[src/rtl/enc8b10b_pkg.sv]
package enc8b10b_pkg;

  localparam int BYTE_W = 8;
  localparam int LO_W   = 5;
  localparam int HI_W   = BYTE_W - LO_W;
  localparam int SIX_W  = LO_W + 1;
  localparam int FOUR_W = HI_W + 1;
  localparam int CODE_W = SIX_W + FOUR_W;

  localparam logic [FOUR_W-1:0] ALT7_NEG = 4'b0111;

  // Precomputed sub-block information, negative-disparity form,
  // literals written with the first transmitted bit as MSB.
  typedef struct packed {
    logic [SIX_W-1:0]  six;
    logic              six_flip;
    logic              six_unbal;
    logic [FOUR_W-1:0] four;
    logic              four_flip;
    logic              four_unbal;
    logic              alt_neg;
    logic              alt_pos;
    logic              alt_always;
    logic              ctrl_bad;
  } sub_t;

  function automatic logic [SIX_W-1:0] six_neg(input logic [LO_W-1:0] x);
    logic [SIX_W-1:0] r;
    case (x)
      5'd0:  r = 6'b100111;  5'd1:  r = 6'b011101;
      5'd2:  r = 6'b101101;  5'd3:  r = 6'b110001;
      5'd4:  r = 6'b110101;  5'd5:  r = 6'b101001;
      5'd6:  r = 6'b011001;  5'd7:  r = 6'b111000;
      5'd8:  r = 6'b111001;  5'd9:  r = 6'b100101;
      5'd10: r = 6'b010101;  5'd11: r = 6'b110100;
      5'd12: r = 6'b001101;  5'd13: r = 6'b101100;
      5'd14: r = 6'b011100;  5'd15: r = 6'b010111;
      5'd16: r = 6'b011011;  5'd17: r = 6'b100011;
      5'd18: r = 6'b010011;  5'd19: r = 6'b110010;
      5'd20: r = 6'b001011;  5'd21: r = 6'b101010;
      5'd22: r = 6'b011010;  5'd23: r = 6'b111010;
      5'd24: r = 6'b110011;  5'd25: r = 6'b100110;
      5'd26: r = 6'b010110;  5'd27: r = 6'b110110;
      5'd28: r = 6'b001110;  5'd29: r = 6'b101110;
      5'd30: r = 6'b011110;  default: r = 6'b101011;
    endcase
    return r;
  endfunction

  function automatic logic [FOUR_W-1:0] four_data(input logic [HI_W-1:0] y);
    logic [FOUR_W-1:0] r;
    case (y)
      3'd0: r = 4'b1011;  3'd1: r = 4'b1001;
      3'd2: r = 4'b0101;  3'd3: r = 4'b1100;
      3'd4: r = 4'b1101;  3'd5: r = 4'b1010;
      3'd6: r = 4'b0110;  default: r = 4'b1110;
    endcase
    return r;
  endfunction

  function automatic logic [FOUR_W-1:0] four_ctrl(input logic [HI_W-1:0] y);
    logic [FOUR_W-1:0] r;
    case (y)
      3'd0: r = 4'b1011;  3'd1: r = 4'b0110;
      3'd2: r = 4'b1010;  3'd3: r = 4'b1100;
      3'd4: r = 4'b1101;  3'd5: r = 4'b0101;
      3'd6: r = 4'b1001;  default: r = 4'b0111;
    endcase
    return r;
  endfunction

  function automatic logic ctrl_exists(input logic [BYTE_W-1:0] b);
    logic [LO_W-1:0] x;
    logic [HI_W-1:0] y;
    x = b[LO_W-1:0];
    y = b[BYTE_W-1:LO_W];
    return (x == 5'd28) ||
           ((y == 3'd7) && (x == 5'd23 || x == 5'd27 || x == 5'd29 || x == 5'd30));
  endfunction

  function automatic logic [SIX_W-1:0] rev6(input logic [SIX_W-1:0] v);
    logic [SIX_W-1:0] r;
    for (int i = 0; i < SIX_W; i++) r[i] = v[SIX_W-1-i];
    return r;
  endfunction

  function automatic logic [FOUR_W-1:0] rev4(input logic [FOUR_W-1:0] v);
    logic [FOUR_W-1:0] r;
    for (int i = 0; i < FOUR_W; i++) r[i] = v[FOUR_W-1-i];
    return r;
  endfunction

endpackage

[src/rtl/enc8b10b_capture.sv]
module enc8b10b_capture
  import enc8b10b_pkg::*;
#(
  parameter logic [BYTE_W-1:0] FILL_BYTE = 8'hBC
) (
  input  logic              clk,
  input  logic              rst,
  input  logic              is_ctrl_i,
  input  logic              word_en_i,
  input  logic              fill_en_i,
  input  logic [BYTE_W-1:0] byte_i,
  output logic              a_vld,
  output logic              a_ctrl,
  output logic [BYTE_W-1:0] a_byte
);

  always_ff @(posedge clk) begin
    if (rst) begin
      a_vld  <= 1'b0;
      a_ctrl <= 1'b0;
      a_byte <= '0;
    end else begin
      a_vld <= word_en_i | fill_en_i;
      if (word_en_i) begin
        a_ctrl <= is_ctrl_i;
        a_byte <= byte_i;
      end else if (fill_en_i) begin
        a_ctrl <= 1'b1;
        a_byte <= FILL_BYTE;
      end
    end
  end

  AST_EN_PRIORITY: assert property (@(posedge clk) disable iff (rst)
    word_en_i |=> (a_vld && a_byte == $past(byte_i) && a_ctrl == $past(is_ctrl_i)));

  AST_FILL_WORD: assert property (@(posedge clk) disable iff (rst)
    (!word_en_i && fill_en_i) |=> (a_vld && a_ctrl && a_byte == FILL_BYTE));

endmodule

[src/rtl/enc8b10b_classify.sv]
module enc8b10b_classify
  import enc8b10b_pkg::*;
(
  input  logic              clk,
  input  logic              rst,
  input  logic              a_vld,
  input  logic              a_ctrl,
  input  logic [BYTE_W-1:0] a_byte,
  output logic              b_vld,
  output sub_t              b_sub
);

  logic [LO_W-1:0] x;
  logic [HI_W-1:0] y;
  logic            k_ok;
  logic            k28;
  sub_t            sub_d;

  always_comb begin
    x     = a_byte[LO_W-1:0];
    y     = a_byte[BYTE_W-1:LO_W];
    k_ok  = a_ctrl && ctrl_exists(a_byte);
    k28   = k_ok && (x == 5'd28);
    sub_d = '0;
    sub_d.six        = k28 ? 6'b001111 : six_neg(x);
    sub_d.six_unbal  = ($countones(sub_d.six) != 3);
    sub_d.six_flip   = sub_d.six_unbal || (!k28 && x == 5'd7);
    sub_d.four       = k_ok ? four_ctrl(y) : four_data(y);
    sub_d.four_unbal = ($countones(sub_d.four) != 2);
    sub_d.four_flip  = k_ok || sub_d.four_unbal || (y == 3'd3);
    sub_d.alt_always = k_ok && (y == 3'd7);
    sub_d.alt_neg    = !k_ok && (y == 3'd7) &&
                       (x == 5'd17 || x == 5'd18 || x == 5'd20);
    sub_d.alt_pos    = !k_ok && (y == 3'd7) &&
                       (x == 5'd11 || x == 5'd13 || x == 5'd14);
    sub_d.ctrl_bad   = a_ctrl && !k_ok;
  end

  always_ff @(posedge clk) begin
    if (rst) begin
      b_vld <= 1'b0;
      b_sub <= '0;
    end else begin
      b_vld <= a_vld;
      if (a_vld) b_sub <= sub_d;
    end
  end

  AST_ALT_EXCLUSIVE: assert property (@(posedge clk) disable iff (rst)
    b_vld |-> $onehot0({b_sub.alt_neg, b_sub.alt_pos, b_sub.alt_always}));

endmodule

[src/rtl/enc8b10b_emit.sv]
module enc8b10b_emit
  import enc8b10b_pkg::*;
(
  input  logic              clk,
  input  logic              rst,
  input  logic              b_vld,
  input  sub_t              b_sub,
  input  logic              disp_i,
  input  logic              disp_force_i,
  output logic [CODE_W-1:0] code_o,
  output logic              code_vld_o,
  output logic              ctrl_err_o,
  output logic              disp_o,
  output logic              disp_chain_o
);

  logic              rd_q;
  logic              rd_eff;
  logic              rd_mid;
  logic              rd_end;
  logic              rd_next;
  logic              use_alt;
  logic [SIX_W-1:0]  six_v;
  logic [FOUR_W-1:0] four_sel;
  logic [FOUR_W-1:0] four_v;
  logic              four_unb;
  logic              four_flp;

  always_comb begin
    rd_eff   = disp_force_i ? disp_i : rd_q;
    six_v    = (rd_eff && b_sub.six_flip) ? ~b_sub.six : b_sub.six;
    rd_mid   = rd_eff ^ b_sub.six_unbal;
    use_alt  = b_sub.alt_always || (b_sub.alt_neg && !rd_mid) ||
               (b_sub.alt_pos && rd_mid);
    four_sel = use_alt ? ALT7_NEG : b_sub.four;
    four_unb = use_alt ? 1'b1 : b_sub.four_unbal;
    four_flp = use_alt ? 1'b1 : b_sub.four_flip;
    four_v   = (rd_mid && four_flp) ? ~four_sel : four_sel;
    rd_end   = rd_mid ^ four_unb;
    rd_next  = b_vld ? rd_end : rd_eff;
  end

  assign disp_chain_o = rd_next;
  assign disp_o       = rd_q;

  always_ff @(posedge clk) begin
    if (rst) begin
      rd_q       <= 1'b0;
      code_o     <= '0;
      code_vld_o <= 1'b0;
      ctrl_err_o <= 1'b0;
    end else begin
      rd_q       <= rd_next;
      code_vld_o <= b_vld;
      ctrl_err_o <= b_vld && b_sub.ctrl_bad;
      if (b_vld) code_o <= {rev4(four_v), rev6(six_v)};
    end
  end

  AST_CODE_WEIGHT: assert property (@(posedge clk) disable iff (rst)
    code_vld_o |-> ($countones(code_o) >= 4 && $countones(code_o) <= 6));

  AST_HEAVY_POS: assert property (@(posedge clk) disable iff (rst)
    (code_vld_o && $countones(code_o) == 6) |-> disp_o);

  AST_LIGHT_NEG: assert property (@(posedge clk) disable iff (rst)
    (code_vld_o && $countones(code_o) == 4) |-> !disp_o);

  AST_FORCE_POS: assert property (@(posedge clk) disable iff (rst)
    (b_vld && disp_force_i && disp_i) |=> (code_vld_o && $countones(code_o) <= 5));

  AST_IDLE_HOLD: assert property (@(posedge clk) disable iff (rst)
    (!b_vld && !disp_force_i) |=> (!code_vld_o && $stable(disp_o)));

endmodule

[src/rtl/sym8b10b_encoder.sv]
module sym8b10b_encoder
  import enc8b10b_pkg::*;
#(
  parameter logic [BYTE_W-1:0] FILL_BYTE = 8'hBC
) (
  input  logic              clk,
  input  logic              rst,
  input  logic              is_ctrl_i,
  input  logic              word_en_i,
  input  logic              fill_en_i,
  input  logic [BYTE_W-1:0] byte_i,
  input  logic              disp_i,
  input  logic              disp_force_i,
  output logic [CODE_W-1:0] code_o,
  output logic              code_vld_o,
  output logic              ctrl_err_o,
  output logic              disp_o,
  output logic              disp_chain_o
);

  localparam int PIPE_DEPTH = 3;

  logic              a_vld;
  logic              a_ctrl;
  logic [BYTE_W-1:0] a_byte;
  logic              b_vld;
  sub_t              b_sub;
  logic [1:0]        since_rst;

  enc8b10b_capture #(.FILL_BYTE(FILL_BYTE)) u_capture (
    .clk       (clk),
    .rst       (rst),
    .is_ctrl_i (is_ctrl_i),
    .word_en_i (word_en_i),
    .fill_en_i (fill_en_i),
    .byte_i    (byte_i),
    .a_vld     (a_vld),
    .a_ctrl    (a_ctrl),
    .a_byte    (a_byte)
  );

  enc8b10b_classify u_classify (
    .clk    (clk),
    .rst    (rst),
    .a_vld  (a_vld),
    .a_ctrl (a_ctrl),
    .a_byte (a_byte),
    .b_vld  (b_vld),
    .b_sub  (b_sub)
  );

  enc8b10b_emit u_emit (
    .clk          (clk),
    .rst          (rst),
    .b_vld        (b_vld),
    .b_sub        (b_sub),
    .disp_i       (disp_i),
    .disp_force_i (disp_force_i),
    .code_o       (code_o),
    .code_vld_o   (code_vld_o),
    .ctrl_err_o   (ctrl_err_o),
    .disp_o       (disp_o),
    .disp_chain_o (disp_chain_o)
  );

  // Cycles since reset, saturating at the pipeline depth; used by checks only.
  always_ff @(posedge clk) begin
    if (rst) since_rst <= '0;
    else if (since_rst != 2'(PIPE_DEPTH)) since_rst <= since_rst + 2'd1;
  end

  AST_LATENCY: assert property (@(posedge clk) disable iff (rst)
    (since_rst == 2'(PIPE_DEPTH)) |->
      (code_vld_o == $past(word_en_i || fill_en_i, 3)));

  AST_ERR_WITH_WORD: assert property (@(posedge clk) disable iff (rst)
    ctrl_err_o |-> code_vld_o);

endmodule

[config.mk]
export PLATFORM = sky130hd
export DESIGN_NAME = sym8b10b_encoder
export DESIGN_NICKNAME = d
export VERILOG_FILES = /design/src/rtl/enc8b10b_pkg.sv /design/src/rtl/enc8b10b_capture.sv /design/src/rtl/enc8b10b_classify.sv /design/src/rtl/enc8b10b_emit.sv /design/src/rtl/sym8b10b_encoder.sv
export SDC_FILE = /design/constraint.sdc
export NUM_CORES = 1
export LEC_CHECK = 0
export BUFFER_PORTS_ARGS = -buffer_cell sky130_fd_sc_hd__buf_2
export CORE_ASPECT_RATIO = 0.7
export CORE_MARGIN = 8
export CORE_UTILIZATION = 58
export CTS_BUF_LIST = sky130_fd_sc_hd__clkbuf_8 sky130_fd_sc_hd__clkbuf_16
export DETAILED_ROUTE_END_ITERATION = 7
export MAX_ROUTING_LAYER = met4
export PLACE_DENSITY = 0.83
export SYNTH_ARGS = -nofsm -noshare
export SYNTH_HDL_FRONTEND = slang
export SYNTH_SLANG_ARGS = --single-unit
[constraint.sdc]
create_clock -name clk -period 2.8 [get_ports clk]
set_input_delay 0.28 -clock clk [delete_from_list [all_inputs] [get_ports clk]]
set_output_delay 0.28 -clock clk [all_outputs]
set_load 0.05 [all_outputs]
==> impl_metrics.yaml <==
yosys:
  syn_area_sq_mm: 0.00264
  synth_warnings: 0
  yosys_register_bits: 48
  ys.flop_type: "dfxtp_1"
  ys_seq_area_frac: 0.364
  synthCells: 324
  synth_edf_count: 0
  syn_nets: 358
  synth_cell_types: 50
  synthArstFlopShare: 0
  avgSynthCellArea_sq_um: 8.14
die:
  fp.dieW_um: 96.6
  rows: 20
  initial_core_util: 0.606
  io_pins: 29
  die_area_sq_mm: 0.00700
  die_y_um: 72.4
  core_sq_mm: 0.00435
critical_path:
  path_cells: "ha_1 > nand4_1 > a211o_1 > a21o_1 > mux2i_1 > nand2_1 > ha_1 > xor2_1 > a211oi_2 > nor2b_1 > a221oi_1"
  cp-start-kind: "flip-flop"
  critPathKind: "flip-flop to flip-flop"
  slowest_stage: "dfxtp_1"
  required_ns: 2.98
  rrSetupSlack_ns: 0.18
  crit_path_max_fanout: 5
  end_kind: "flip-flop"
  path_common_cell: "ha_1"
  worstPathArrival_ns: 2.80
  critPathMaxStageDelay_ns: 0.42
clock_tree:
  htreeDepth: 2
  cts_tree: "yes"
  clkTransAtPathRegs_ns: 0.09
  cts_sinks: 48
  numCtsBuffers: 5
  cts_buffer_depth: 2
  cts_setup_buffers: 0
  cts_root_buf: "clkbuf_8"
  insertion_delay_ns: 0.30
routing:
  postRouteAntennaNets: 0
  drt-initial-drc-count: 111
  num_vias: 2241
  wl_per_cell_um: 13.0
  wirelength_mm: 5.19
  viasPerCell: 5.62
  drc: 0
  dr.pass1.iters: 4
timing:
  holdWs_ns: 0.211
  post-route-min-period_ns: 2.62
  setup_viol: 0
  finalHoldViolCount: 0
  rsz0062_at_grt: "no"
  skew_ns: 0.0124
  max_freq_mhz: 381
  worst_pin_slew_ns: 0.544
  period_share: 0.937
  worst_slack_ns: 0.177
  setup_tns_ns: 0
  final_max_slew_viol_count: 0
  slew_headroom: 0.637
place:
  pre_cts_slack_ns: 0.148
  portBuffers: 28
  place.gp.congestion: 0.950
  hpwl_mm: 3.90
finish:
  fin_nets: 378
  layout-drive-gt1-share: 0.137
  fin_util: 0.662
  area_growth_pct: 9.29
  nFillCells: 388
  n_antenna_cell: 0
pwr:
  total_power_mw: 1.56
  p_leak_nw: 1.24
  p_per_area_mw_per_mm2: 540
  ir_drop_mv: 0.361
grt:
  grt_max_degree: 32
  grt_pass1_wl_mm: 8.83
  grt_overflow: 0
  track_usage: 0.154
  antenna_found_initial: 0
  grt_pass1_vias: 1962
min_path:
  hold_class: "input pin to flip-flop"
flow_run:
  drv_cap: 0
run_status:
  status: "finished, final reports clean"
==> worst paths after layout <==
path / end / start / cells after the start
max: u_classify.b_sub[5] / u_capture.a_byte[5] / 11
min: u_capture.a_ctrl / is_ctrl_i / 3
max reg2reg: u_classify.b_sub[5] / u_capture.a_byte[5] / 11
min reg2reg: u_emit.code_o[8] / u_emit.code_o[8] / 2
==> layer usage <==
layer,share of wire,vias to the layer above,track usage
li1,-,1159,-
met1,0.53,1012,0.203
met2,0.40,63,0.216
met3,0.060,7,0.0427
met4,0.016,0,0.0662
met5,0,-,-
==> cells in the final DEF (no fill, tap or decap), types with 2 or more instances in the layout <==
master,synthesis,routed
nor2_1,53,53
dfxtp_1,48,48
buf_2,6,28
nand2_1,22,22
a21oi_1,19,19
ha_1,17,17
inv_1,16,16
o21ai_0,13,13
a211oi_1,14,13
nor3_1,11,11
nor2b_1,9,9
xor2_1,8,8
mux2i_1,6,6
buf_4,2,6
clkbuf_8,0,5
a21o_1,4,4
nand3_1,4,4
nor3b_1,4,4
o211ai_1,4,4
xnor2_1,3,3
nand4_1,3,3
a211o_1,3,3
or3_1,3,3
o22ai_1,3,3
a31oi_1,3,3
o221ai_1,3,3
nand4b_1,2,2
a21boi_0,2,2
nand2b_1,2,2
clkinv_1,2,2
o31ai_1,2,2
a32oi_1,2,2
or2_2,2,2
fa_1,2,2
==> final cells by class <==
cell class	instances	area (sq um)	share of cell area
tap	55	68.8	0.0239
inverter	19	71.3	0.0247
timing repair buffer	34	185	0.0642
sequential	48	961	0.333
clock inverter	2	12.5	0.00434
clock buffer	5	68.8	0.0239
multi-input combinational	236	1520	0.526
==> power by group <==
part / internal [mW] / leakage, nW / switching, mW / total, mW
Combinational: 0.151 / 0.801 / 0.242 / 0.392
Clock: 0.169 / 0.0400 / 0.216 / 0.385
Sequential: 0.739 / 0.397 / 0.0410 / 0.780
==> worst max-delay path: cells and delay by family, from the launching register on <==
family                     cells  cell delay [ns]
AOI/OAI and AO/OA              4             0.83
xor gates and xnor gates       1             0.15
and+or+nand+nor                3             0.35
DFF                            1             0.42
muxes                          1             0.22
adders and majority gates      2             0.55
==> logic make-up after synthesis <==
kind of cell,after synthesis,synth area share
buffers and inverters,40,0.0631
AO/OA/AOI/OAI,78,0.195
AND/OR/NAND/NOR,120,0.215
multiplexers,7,0.0270
adder cells (fa/ha/maj),20,0.0996
flip-flops,48,0.364
XOR/XNOR,11,0.0365
==> synthesized netlist by cell type (all sizes together) (9+ instances only) <==
| cell type | count | area (sq um) |
|---|---|---|
| nor2b | 9 | 56.3 |
| nand2 | 22 | 82.6 |
| buf | 10 | 52.6 |
| clkbuf | 11 | 42.5 |
| nor3 | 11 | 55.1 |
| dfxtp | 48 | 961 |
| ha | 17 | 213 |
| inv | 17 | 63.8 |
| a21oi | 19 | 95.1 |
| a211oi | 14 | 105 |
| nor2 | 53 | 199 |
| o21ai | 13 | 65.1 |
==> what timing repair did <==
item,4_1_cts,5_1_grt
endpoints found under the setup margin,0,1
hold buffers,0,0
gates resized for setup,0,1
==> through the flow <==
step / cells / area, sq um
after detailed placement: 392 / 2800
final: 399 / 2880
after global routing: 399 / 2880
after floorplan: 324 / 2640
after CTS: 399 / 2880
after global placement: 392 / 2800
Note: power is estimated with default switching activity, not from simulation.
